$ cat config.mk
export PLATFORM = sky130hd
export DESIGN_NAME = trig_sequencer
export DESIGN_NICKNAME = d
export VERILOG_FILES = /design/src/rtl/trig_seq_pkg.sv /design/src/rtl/trig_src_pick.sv /design/src/rtl/trig_down_cnt.sv /design/src/rtl/trig_sequencer.sv
export SDC_FILE = /design/constraint.sdc
export NUM_CORES = 1
export LEC_CHECK = 0
export ABC_AREA = 1
export ABC_CLOCK_PERIOD_IN_PS = 2000
export CORE_MARGIN = 2
export CORE_UTILIZATION = 25
export CTS_CLUSTER_DIAMETER = 50
export CTS_CLUSTER_SIZE = 20
export DETAILED_ROUTE_END_ITERATION = 16
export SLEW_MARGIN = 30
export SYNTH_ARGS = -nofsm -noshare
export SYNTH_HDL_FRONTEND = slang
export SYNTH_SLANG_ARGS = --single-unit
export TNS_END_PERCENT = 1
$ cat constraint.sdc
create_clock -name clk -period 2 [get_ports clk]
set_clock_uncertainty 0.05 [all_clocks]
set_input_delay 0.5 -clock clk [delete_from_list [all_inputs] [get_ports clk]]
set_output_delay 0.5 -clock clk [all_outputs]
set_load 0.02 [all_outputs]
$ cat src/rtl/trig_seq_pkg.sv
package trig_seq_pkg;

   typedef enum logic [1:0] {
      ST_ARM   = 2'd0,
      ST_BWAIT = 2'd1,
      ST_ACQ   = 2'd2,
      ST_HOLD  = 2'd3
   } seq_state_e;

   typedef enum logic [1:0] {
      MD_A_ONLY   = 2'd0,
      MD_B_TIME   = 2'd1,
      MD_B_EVENTS = 2'd2,
      MD_RSVD     = 2'd3
   } dly_mode_e;

   localparam int CFG_ADDR_W = 3;

   localparam logic [CFG_ADDR_W-1:0] RA_A_SRC   = 3'd0;
   localparam logic [CFG_ADDR_W-1:0] RA_B_SRC   = 3'd1;
   localparam logic [CFG_ADDR_W-1:0] RA_MODE    = 3'd2;
   localparam logic [CFG_ADDR_W-1:0] RA_DLY_T   = 3'd3;
   localparam logic [CFG_ADDR_W-1:0] RA_DLY_EV  = 3'd4;
   localparam logic [CFG_ADDR_W-1:0] RA_HO_MIN  = 3'd5;
   localparam logic [CFG_ADDR_W-1:0] RA_HO_EXT  = 3'd6;

endpackage

$ cat src/rtl/trig_src_pick.sv
module trig_src_pick #(
   parameter int NUM_SRC = 5,
   parameter int SEL_W   = 3
) (
   input  logic [NUM_SRC-1:0] pulses,
   input  logic [SEL_W-1:0]   sel,
   output logic               hit
);

   logic [NUM_SRC-1:0] match;

   for (genvar i = 0; i < NUM_SRC; i++) begin : g_match
      assign match[i] = pulses[i] && (sel == SEL_W'(i));
   end

   assign hit = |match;

   // codes beyond the source count never produce a hit
   always_comb begin
      if (int'(sel) >= NUM_SRC) begin
         a_r4_no_src : assert (!hit);
      end
   end

endmodule

$ cat src/rtl/trig_down_cnt.sv
module trig_down_cnt #(
   parameter int W = 16
) (
   input  logic         clk,
   input  logic         rst_n,
   input  logic         load,
   input  logic [W-1:0] load_val,
   input  logic         dec,
   output logic         zero
);

   logic [W-1:0] cnt_q;

   always_ff @(posedge clk) begin
      if (!rst_n) begin
         cnt_q <= '0;
      end else if (load) begin
         cnt_q <= load_val;
      end else if (dec && (cnt_q != '0)) begin
         cnt_q <= cnt_q - 1'b1;
      end
   end

   assign zero = (cnt_q == '0);

   // once expired the counter stays expired until reloaded
   a_r7_zero_sticky : assert property (@(posedge clk) disable iff (!rst_n)
      (zero && !load) |=> zero);

   // a load of a non-zero value is never seen as expired next cycle
   a_r8_load_nonzero : assert property (@(posedge clk) disable iff (!rst_n)
      (load && (load_val != '0)) |=> !zero);

endmodule

$ cat src/rtl/trig_sequencer.sv
module trig_sequencer
   import trig_seq_pkg::*;
#(
   parameter int NUM_SRC = 5,
   parameter int DLY_W   = 16,
   parameter int HOLD_W  = 24,
   parameter int CFG_W   = 24
) (
   input  logic                  clk,
   input  logic                  rst_n,
   input  logic [NUM_SRC-1:0]    src_trig,
   input  logic                  cfg_we,
   input  logic [CFG_ADDR_W-1:0] cfg_addr,
   input  logic [CFG_W-1:0]      cfg_wdata,
   input  logic                  acq_done,
   output logic                  trig_gate,
   output logic                  ramp_start,
   output logic                  armed,
   output logic                  b_wait,
   output logic                  holdoff_active
);

   localparam int SEL_W = $clog2(NUM_SRC + 1);

   if (NUM_SRC < 2) begin : g_chk_src
      $error("trig_sequencer: NUM_SRC must be at least 2");
   end
   if (CFG_W < HOLD_W || CFG_W < DLY_W || CFG_W < SEL_W) begin : g_chk_cfg
      $error("trig_sequencer: CFG_W narrower than a configuration field");
   end
   if (HOLD_W < 2 || DLY_W < 1) begin : g_chk_cnt
      $error("trig_sequencer: counter width too small");
   end

   // configuration
   logic [SEL_W-1:0]  a_src_q, b_src_q;
   dly_mode_e         mode_q;
   logic [DLY_W-1:0]  dly_time_q, dly_events_q;
   logic [HOLD_W-1:0] ho_min_q, ho_ext_q;

   seq_state_e state_q, state_d;
   logic       cfg_open;

   assign cfg_open = (state_q == ST_ARM) || (state_q == ST_HOLD);

   always_ff @(posedge clk) begin
      if (!rst_n) begin
         a_src_q      <= SEL_W'(0);
         b_src_q      <= SEL_W'(1);
         mode_q       <= MD_A_ONLY;
         dly_time_q   <= '0;
         dly_events_q <= '0;
         ho_min_q     <= '0;
         ho_ext_q     <= '0;
      end else if (cfg_we && cfg_open) begin
         case (cfg_addr)
            RA_A_SRC:  a_src_q      <= cfg_wdata[SEL_W-1:0];
            RA_B_SRC:  b_src_q      <= cfg_wdata[SEL_W-1:0];
            RA_MODE:   mode_q       <= dly_mode_e'(cfg_wdata[1:0]);
            RA_DLY_T:  dly_time_q   <= cfg_wdata[DLY_W-1:0];
            RA_DLY_EV: dly_events_q <= cfg_wdata[DLY_W-1:0];
            RA_HO_MIN: ho_min_q     <= cfg_wdata[HOLD_W-1:0];
            RA_HO_EXT: ho_ext_q     <= cfg_wdata[HOLD_W-1:0];
            default:   ;
         endcase
      end
   end

   // source selection
   logic a_hit, b_hit;

   trig_src_pick #(.NUM_SRC(NUM_SRC), .SEL_W(SEL_W)) u_pick_a (
      .pulses (src_trig),
      .sel    (a_src_q),
      .hit    (a_hit)
   );

   trig_src_pick #(.NUM_SRC(NUM_SRC), .SEL_W(SEL_W)) u_pick_b (
      .pulses (src_trig),
      .sel    (b_src_q),
      .hit    (b_hit)
   );

   // delay counter, shared by time and event modes
   logic time_mode, b_delayed;
   logic dly_load, dly_dec, dly_zero, b_accept;

   assign time_mode = (mode_q == MD_B_TIME);
   assign b_delayed = (mode_q == MD_B_TIME) || (mode_q == MD_B_EVENTS);
   assign dly_load  = (state_q == ST_ARM) && a_hit;
   assign dly_dec   = (state_q == ST_BWAIT) && (time_mode || b_hit);
   assign b_accept  = (state_q == ST_BWAIT) && b_hit && dly_zero;

   trig_down_cnt #(.W(DLY_W)) u_dly (
      .clk      (clk),
      .rst_n    (rst_n),
      .load     (dly_load),
      .load_val (time_mode ? dly_time_q : dly_events_q),
      .dec      (dly_dec),
      .zero     (dly_zero)
   );

   // holdoff: floor plus user extension, saturating
   logic [HOLD_W:0]   ho_sum_wide;
   logic [HOLD_W-1:0] ho_len;
   logic              ho_load, ho_zero;

   assign ho_sum_wide = {1'b0, ho_min_q} + {1'b0, ho_ext_q};
   assign ho_len      = ho_sum_wide[HOLD_W] ? '1 : ho_sum_wide[HOLD_W-1:0];
   assign ho_load     = (state_q == ST_ACQ) && acq_done;

   trig_down_cnt #(.W(HOLD_W)) u_hold (
      .clk      (clk),
      .rst_n    (rst_n),
      .load     (ho_load),
      .load_val (ho_len),
      .dec      (state_q == ST_HOLD),
      .zero     (ho_zero)
   );

   // sequencing
   always_comb begin
      state_d = state_q;
      case (state_q)
         ST_ARM:   if (a_hit)    state_d = b_delayed ? ST_BWAIT : ST_ACQ;
         ST_BWAIT: if (b_accept) state_d = ST_ACQ;
         ST_ACQ:   if (acq_done) state_d = ST_HOLD;
         ST_HOLD:  if (ho_zero)  state_d = ST_ARM;
         default:                state_d = ST_ARM;
      endcase
   end

   logic ramp_q;

   always_ff @(posedge clk) begin
      if (!rst_n) begin
         state_q <= ST_ARM;
         ramp_q  <= 1'b0;
      end else begin
         state_q <= state_d;
         ramp_q  <= (state_d == ST_ACQ) && (state_q != ST_ACQ);
      end
   end

   assign trig_gate      = (state_q == ST_ACQ);
   assign ramp_start     = ramp_q;
   assign armed          = (state_q == ST_ARM);
   assign b_wait         = (state_q == ST_BWAIT);
   assign holdoff_active = (state_q == ST_HOLD);

   // ramp start marks only the opening cycle of the gate
   a_r3_ramp_in_gate : assert property (@(posedge clk) disable iff (!rst_n)
      ramp_start |-> trig_gate);
   a_r3_ramp_on_rise : assert property (@(posedge clk) disable iff (!rst_n)
      $rose(trig_gate) |-> ramp_start);
   a_r3_ramp_single : assert property (@(posedge clk) disable iff (!rst_n)
      ramp_start |=> !ramp_start);

   // the acquisition runs until completion is signalled
   a_r5_gate_held : assert property (@(posedge clk) disable iff (!rst_n)
      (trig_gate && !acq_done) |=> trig_gate);

   // holdoff follows only a completed acquisition
   a_r6_hold_entry : assert property (@(posedge clk) disable iff (!rst_n)
      $rose(holdoff_active) |-> $past(trig_gate && acq_done));

   // holdoff never ends while its timer is still running
   a_r7_hold_runs : assert property (@(posedge clk) disable iff (!rst_n)
      (holdoff_active && !ho_zero) |=> holdoff_active);

   // B cannot be accepted before the delay counter expires
   a_r8_no_early_b : assert property (@(posedge clk) disable iff (!rst_n)
      (b_wait && !dly_zero) |=> !trig_gate);

   // configuration is frozen while a trigger sequence is in flight
   a_r11_cfg_frozen : assert property (@(posedge clk) disable iff (!rst_n)
      (b_wait || trig_gate) |=> ($stable(a_src_q) && $stable(b_src_q) &&
                                 $stable(mode_q) && $stable(dly_time_q) &&
                                 $stable(dly_events_q) && $stable(ho_min_q) &&
                                 $stable(ho_ext_q)));

endmodule

Yosys cells after proc, flatten, opt, wreduce, memory -nomap -nowiden
Index checks and enable logic that the tools add are counted.
{ "totals": {"ff_bits": 131, "latch_bits": 0, "ramBits": 0, "romBits": 0, "in_bits": 36, "memories": 0} }
{ "classes": {"add_sub_neg": 3, "n_mul": 0, "div_mod_pow": 0, "n_lt_le_gt_ge": 0, "n_eq_ne": 21, "shifts": 0, "muxes": 12, "n_bitwise": 0, "n_reduce_logical": 41} }
{ "ops": {"columns": ["operator", "count"], "rows": [
  ["$mux 24", 3],
  ["$mux 16", 3],
  ["$add 24x24->25", 1],
  ["$logic_not 24->1", 1],
  ["$reduce_bool 24->1", 1],
  ["$sub 24x1->24 const B", 1],
  ["$logic_and 1x1->1", 19],
  ["$eq 3x2->1 const B", 6],
  ["$logic_not 16->1", 1],
  ["$reduce_bool 16->1", 1],
  ["$sub 16x1->16 const B", 1],
  ["$eq 3x3->1 const B", 5],
  ["$reduce_and 2->1", 7],
  ["$mux 2", 5],
  ["$reduce_or 5->1", 2],
  ["$eq 3x1->1 const B", 3],
  ["$logic_not 3->1", 3],
  ["$eq 2x2->1 const B", 4],
  ["$pmux 2 s4", 1],
  ["$eq 2x1->1 const B", 2],
  ["$reduce_bool 2->1", 2],
  ["$logic_or 1x1->1", 3],
  ["$logic_not 2->1", 1],
  ["$ne 2x2->1 const B", 1]
]} }

Logic depth before layout (Yosys ltp)
Gate-level depths: netlist of run 1.
{ "logic_depth": {"ltp_word": 9, "mapped_depth": 14, "mapped_depth_nobuf": 14} }

Modules after synthesis
Synthesis of run 1 repeated with hierarchy kept, for this count alone.
{ "unflattened": {"hier_cells": 1460, "hier_area_um2": 8750.9} }
{ "modules_own_cells": {"columns": ["module", "instances", "cells_each", "area_each_um2", "seq_area_each_um2"], "rows": [
  ["trig_sequencer", 1, 888, 5530.3, 1821.7],
  ["trig_down_cnt (u_hold)", 1, 327, 1893.1, 480.5],
  ["trig_down_cnt (u_dly)", 1, 211, 1189.9, 320.3],
  ["trig_src_pick", 2, 17, 68.8, 0.0]
]} }

Least setup slack after synthesis of run 1
OpenSTA, ideal clock, no wires.
{ "synth_path": {"path_kind": "flip-flop to flip-flop", "startpoint": "reg ho_min_q[0]", "endpoint": "reg u_hold.cnt_q[12]", "t_arrival_ps": 1821, "required_time_ps": 1828, "path_slack_ps": 7, "path_stages_with_launch": 12, "n_path_buf": 1, "synth_period_minus_slack_ps": 1993, "cell_sequence": "dfxtp_1 > ha_1 > fa_1 > nand2_1 > nand2_1 > nand3_1 > nand2_1 > nand2_1 > nand4_2 > buf_4 > o21ai_0 > a21oi_1"} }
{ "synth_between": {"elab_chain_len": 3} }
{ "synth_rtl": {"columns": ["item", "line_no", "rtl"], "rows": [
  ["start, declared", "trig_sequencer.sv:39", "logic [HOLD_W-1:0] ho_min_q, ho_ext_q;"],
  ["start signal, assigned", "trig_sequencer.sv:62", "RA_HO_MIN: ho_min_q <= cfg_wdata[HOLD_W-1:0];"],
  ["$add 24x24->25", "trig_sequencer.sv:108", "assign ho_sum_wide = {1'b0, ho_min_q} + {1'b0, ho_ext_q};"],
  ["$mux 24", "trig_sequencer.sv:109", "assign ho_len = ho_sum_wide[HOLD_W] ? '1 : ho_sum_wide[HOLD_W-1:0];"],
  ["$mux 24", "trig_down_cnt.sv:17", "end else if (load) begin"],
  ["end signal, assigned", "trig_down_cnt.sv:18", "cnt_q <= load_val;"],
  ["end signal, assigned", "trig_down_cnt.sv:20", "cnt_q <= cnt_q - 1'b1;"],
  ["end, declared", "trig_down_cnt.sv:12", "logic [W-1:0] cnt_q;"]
]} }
Every way passes these cells.
A chain may end at the register's enable or synchronous reset.

Final worst setup path of run 1
Ends and elaborated chain as after synthesis.

==> out/metrics.cfg, run 1 <==
[detailed_routing]
ant_nets=0
drc=0
routedWlPerCell_um=12.5
drt_iter0_markers=482
wirelength_um=23600
num_vias=8428
dr.pass1.iters=4
vias_per_cell=4.45

[grt]
grt_pass1_vias=7954
grt_antenna_before_repair=0
grt-ovfl-total=0
grt_max_degree=60
grt_pass1_wl_um=39000
gr-usage-all-layers_pct=14.2

[worst_setup_path]
r2r_slack_ps=30
cp.arrival_ps=2230
worstSetupStartpointType=flop
crit_fanout=6
cp.required_ps=2260
r2r-end=u_hold.cnt_q[12]
end_kind=flop
rr_worst_depth=11
crit_type=reg2reg
rr_startpoint=ho_min_q[0]

[floorplanning]
initial_core_util_pct=25.2
rows=66
core_area_mm2=0.0324
die_y_um=185
boundaryPins=41
die_w_um=185
die_area_mm2=0.0341

[timing]
final-hold-violation-count=0
setup_violations=0
tightest_slew_ps=543
fin_ws_ps=29.6
tns_ps=0
relSlewSlack_pct=63.7
fmax_mhz=508
grt_setup_unrepaired=yes
drv_slew=0
period_needed_ps=1970
finalCritPeriodShare_pct=98.5

[worst_hold_path]
hold_depth=2
hold_class=reg2reg
min-delay-start=a_src_q[2]
hold_end=a_src_q[2]

[synth]
syn_area_mm2=0.00816
syn-num-nets=1390
synth_seq_cells=131
yosysWarnings=0
avgSynthCellArea_um2=6.17
synth_cell_types=41
yosysSeqAreaShare_pct=32.2
syn_inst=1321

[final_layout]
layout-drive-gt1-share_pct=15.6
area_delta_synth_final_pct=31.3
nets=1509
n_antenna_cell=0

[clock_tree]
clkSinkCount=131
cts.clk_slew.worst_paths_ps=70
h-tree-depth=4
cts_tree=built
cts_root_buf=clkbuf_16
cts_max_path_buffers=2
clock_latency_ps=420
numCtsBuffers=17

[outcome]
status=finished clean

[placed_design]
dpl.hpwl_um=17600
port_buffers=40
gp_congestion=0.892
place_ws_ps=-174

[power]
max-vdd-ir-drop_mv=0.558
power_uw=13000
powerDensity_mw_per_mm2=1220
p_leak_uw=0.00518

[job]
maxCapViolCount=0

-- per-stage QoR --
step	util, %	std cells	hold slack, ps	instance area (um^2)
4_1_cts	32.0	1892	427	10400
2_1_floorplan	-	1321	383	8160
6_report	33.1	1895	422	10700
3_3_place_gp	30.2	1860	394	9770
3_5_place_dp	30.2	1860	404	9770
5_1_grt	33.1	1895	444	10700
-- cells in the final DEF (no fill, tap or decap), types with 5 or more instances in the layout --
master | Yosys | routed
a21oi_1 | 53 | 48
a21oi_2 | 2 | 6
buf_12 | 0 | 11
buf_4 | 3 | 88
clkbuf_16 | 0 | 18
clkdlybuf4s50_1 | 0 | 35
dfxtp_1 | 131 | 127
ha_1 | 32 | 17
ha_4 | 0 | 12
inv_1 | 146 | 145
inv_8 | 0 | 6
nand2_1 | 337 | 321
nand2_2 | 2 | 17
nand3_1 | 59 | 55
nand3_2 | 2 | 6
nand3b_1 | 5 | 5
nand4_1 | 10 | 10
nor2_1 | 280 | 268
nor2_2 | 7 | 16
o21ai_0 | 125 | 119
o21ai_1 | 19 | 23
xnor2_1 | 9 | 9
xor2_1 | 23 | 23
-- timing repair --
action | CTS | global route
gates resized for setup | 16 | 74
setup buffers | 0 | 2
setup endpoints to repair | 28 | 28
cloned | 0 | 1
hold buffers | 0 | 0
pin swaps | 1 | 10
-- how the worst max path moves through the flow --
stage                startpoint          endpoint  slack (ps)  depth (start not counted)
floorplan           ho_min_q[0]  u_hold.cnt_q[12]           7                         11
global placement    ho_min_q[0]  u_hold.cnt_q[21]        -140                         12
detailed placement  src_trig[0]    u_dly.cnt_q[2]        -170                         13
CTS                 ho_min_q[0]  u_hold.cnt_q[21]         -40                         12
global route        ho_min_q[0]  u_hold.cnt_q[14]         -70                         12
finish              ho_min_q[0]  u_hold.cnt_q[12]          30                         11
-- state kept, by name, summed over array words and instances (netlist names) --
| signal | count |
|---|---|
| a_src_q | 3 |
| b_src_q | 3 |
| dly_events_q | 16 |
| dly_time_q | 16 |
| ho_ext_q | 24 |
| ho_min_q | 24 |
| mode_q | 2 |
| ramp_start | 1 |
| state_q | 2 |
| u_dly.cnt_q | 16 |
| u_hold.cnt_q | 24 |
-- area by class of cell --
type,count,area (um^2)
inverters,151,572
repair buffers,140,1290
flip-flops and latches,131,2630
clock buffers,17,425
fillers,3523,21700
multi-input cells,999,5100
well taps,442,553
clock inverters,15,136
-- worst max-delay path, cell delays in order (launching register included) --
cell and delay, ps:
dfxtp_1 320, ha_2 190, fa_2 340, nand2_1 80
nand2_2 70, nand3_2 80, nand2_2 70, nand2_2 100
nand4_4 160, clkbuf_16 200, o21ai_2 130, a21oi_1 70
-- layer usage --
layer  up-vias  wire length (um)  GRT usage, %
met5         -                 0             0
met1      3825             11600          19.4
met3        22              1010          2.27
met4         0               332          4.10
met2       173             10700          22.9
li1       4408                 -             -
-- logic make-up (layout without fill, tap and decap cells) --
| logic type | after synthesis | count (layout) | share of synthesized area [%] |
|---|---|---|---|
| AND/OR/NAND/NOR | 719 | 719 | 36.0 |
| multiplexers | 4 | 4 | 0.491 |
| adder cells (fa/ha/maj) | 33 | 33 | 5.15 |
| XOR/XNOR | 32 | 32 | 3.44 |
| buffers and inverters | 191 | 323 | 9.48 |
| AO/OA/AOI/OAI | 211 | 211 | 13.3 |
| flip-flops | 131 | 131 | 32.2 |
-- power by group --
part           switching, uW  internal, uW  total [uW]
Sequential               458          3100        3560
Combinational           3760          2720        6480
Clock                   1370          1650        3010
Total                   5580          7470       13000
-- cells in the mapped netlist (all sizes together) --
| library cell | n | share of area, % |
|---|---|---|
| a21oi | 55 | 3.5 |
| xnor2 | 9 | 0.97 |
| fa | 1 | 0.25 |
| nor4 | 2 | 0.15 |
| nand3 | 61 | 3.9 |
| clkbuf | 28 | 1.3 |
| nand3b | 5 | 0.46 |
| o21ai | 144 | 8.8 |
| o211ai | 4 | 0.37 |
| a21boi | 1 | 0.092 |
| inv | 151 | 7.0 |
| or2 | 3 | 0.23 |
| o22ai | 6 | 0.46 |
| nor3 | 4 | 0.31 |
| nor2 | 289 | 14 |
| o21bai | 1 | 0.092 |
| mux2i | 4 | 0.49 |
| xor2 | 23 | 2.5 |
| nand4 | 11 | 0.92 |
| nand2 | 342 | 16 |
| and2 | 2 | 0.15 |
| dfxtp | 131 | 32 |
| ha | 32 | 4.9 |
| buf | 12 | 1.2 |
Power figures use the tool's default switching activity.
==> inputs of run 2 (changes only) <==
--- a/config.mk
+++ b/config.mk
@@ -8,7 +8,7 @@
 export ABC_AREA = 1
 export ABC_CLOCK_PERIOD_IN_PS = 2000
 export CORE_MARGIN = 2
-export CORE_UTILIZATION = 25
+export CORE_UTILIZATION = 24
 export CTS_CLUSTER_DIAMETER = 50
 export CTS_CLUSTER_SIZE = 20
 export DETAILED_ROUTE_END_ITERATION = 16
==> out/metrics.cfg, run 2 (same netlist as run 1, synthesis figures left out) <==
[outcome]
status=finished clean

[final_layout]
n_antenna_cell=0
area_delta_synth_final_pct=31.2
n_fill_cell=3713
fin_util_pct=31.9
top_regs=ho_ext_q x24, ho_min_q x24, u_hold.cnt_q x24
layout-drive-gt1-share_pct=16.0
final_common_cell=nand2_1
instances_no_fill=1898
final_cell_mix=nand2_1, nor2_1, inv_1
nets=1506

[grt]
grt_pass1_vias=8070
grt-ovfl-total=0
gr-usage-all-layers_pct=13.6
grt_antenna_before_repair=0
grt_max_degree=103
grt_pass1_wl_um=39200

[timing]
drv_slew=0
tightest_slew_ps=480
period_needed_ps=1950
final-hold-violation-count=0
relSlewSlack_pct=68.0
setup_violations=0
fin_ws_ps=54.3
fmax_mhz=514
grt_setup_unrepaired=yes
finalCritPeriodShare_pct=97.3

[floorplanning]
initial_core_util_pct=24.3
boundaryPins=41
die_y_um=188
die_area_mm2=0.0355
core_area_mm2=0.0335
rows=67
die_w_um=188

[detailed_routing]
wirelength_um=23900
ant_nets=0
routedWlPerCell_um=12.6
drc=0
dr.pass1.iters=5
vias_per_cell=4.40
num_vias=8352
drt_iter0_markers=567

[worst_setup_path]
crit_fanout=3
rr_worst_depth=13
worstSetupStartpointType=flop
cp.arrival_ps=2180
rr_startpoint=ho_min_q[0]
crit_type=reg2reg
r2r_slack_ps=50
r2r-end=u_hold.cnt_q[16]
cp.required_ps=2240
end_kind=flop

[worst_hold_path]
hold_end=mode_q[1]
hold_depth=2
hold_class=reg2reg
min-delay-start=mode_q[1]

[placed_design]
place_ws_ps=-159
dpl.hpwl_um=17900
port_buffers=40
gp_congestion=0.908
dpl.cell_count=1866

[clock_tree]
cts.clk_slew.worst_paths_ps=60
h-tree-depth=4
cts_max_path_buffers=2
clock_latency_ps=430
cts_tree=built
cts_root_buf=clkbuf_16
numCtsBuffers=17
clkSinkCount=131

[power]
max-vdd-ir-drop_mv=0.736
p_leak_uw=0.00520
powerDensity_mw_per_mm2=1230
power_uw=13200

[job]
maxCapViolCount=0

-- run 2: changes by cell type in the layout (fill, tap and decap cells not counted), moves of 3 or more --
cell	before	now
ha_1	17	21
nand2_2	17	22
o21ai_1	23	27
nand2_1	321	315
ha_4	12	9
a21oi_1	48	45
a21oi_2	6	10
o21ai_0	119	114
nor2_1	268	265
-- run 2: how the worst max path moves through the flow --
stage            startpoint                to  slack (ps)  depth (start not counted)
2_1_floorplan   ho_min_q[0]  u_hold.cnt_q[12]           7                         11
3_5_place_dp    src_trig[0]    u_dly.cnt_q[9]        -160                         12
5_1_grt        ho_min_q[10]  u_hold.cnt_q[21]         -40                         14
6_report        ho_min_q[0]  u_hold.cnt_q[16]          50                         13
3_3_place_gp    src_trig[0]    u_dly.cnt_q[9]        -140                         12
4_1_cts        ho_min_q[19]  u_hold.cnt_q[23]         -20                         12
-- run 2: where the power goes --
part           switching, uW  internal, uW  total (uW)
clock                   1400          1900        3300
combinational           3730          2610        6350
sequential               450          3100        3550
-- run 2: timing repair --
action                                  in CTS  in global routing
gates cloned                                 0                  0
endpoints found under the setup margin      27                 39
buffers inserted                             0                  0
gates resized for setup                     20                 86
hold buffers                                 0                  0
pin swaps                                    2                 15
-- run 2: area by class of cell --
cell class                 count  area (um^2)  area share, %
tap                          448          561           5.24
clock buffer                  17          425           3.98
timing repair buffer         137         1230           11.5
inverter                     151          572           5.35
clock inverter                15          183           1.71
multi-input combinational    999         5100           47.7
sequential                   131         2630           24.6
-- run 2: layer usage --
layer	vias to the layer above	part of all wire, %	track usage (%)
li1	4400	-	-
met2	145	46	22.5
met3	19	3.7	2.03
met4	0	1.1	3.94
met5	-	0	0
met1	3788	50	18.2
-- run 2: per-stage QoR --
stage               cell area (um^2)  setup TNS [ps]  hold WS (ps)
global placement                9750           -3950           397
finish                         10700               0           410
global route                   10700            -181           456
CTS                            10400           -21.1           412
floorplan                       8160               0           383
detailed placement              9750           -4560           403
-- run 2: critical path: stages, from the launching register on --
cell and delay, ps:
dfxtp_2 320, ha_2 190, fa_2 370, nand2_2 70
nand2_2 70, nand3_2 90, nand2_4 70, buf_4 150
nand2_1 70, nand3b_1 100, nand2_2 90, nand2_2 50
nand3_1 60, a21oi_1 60
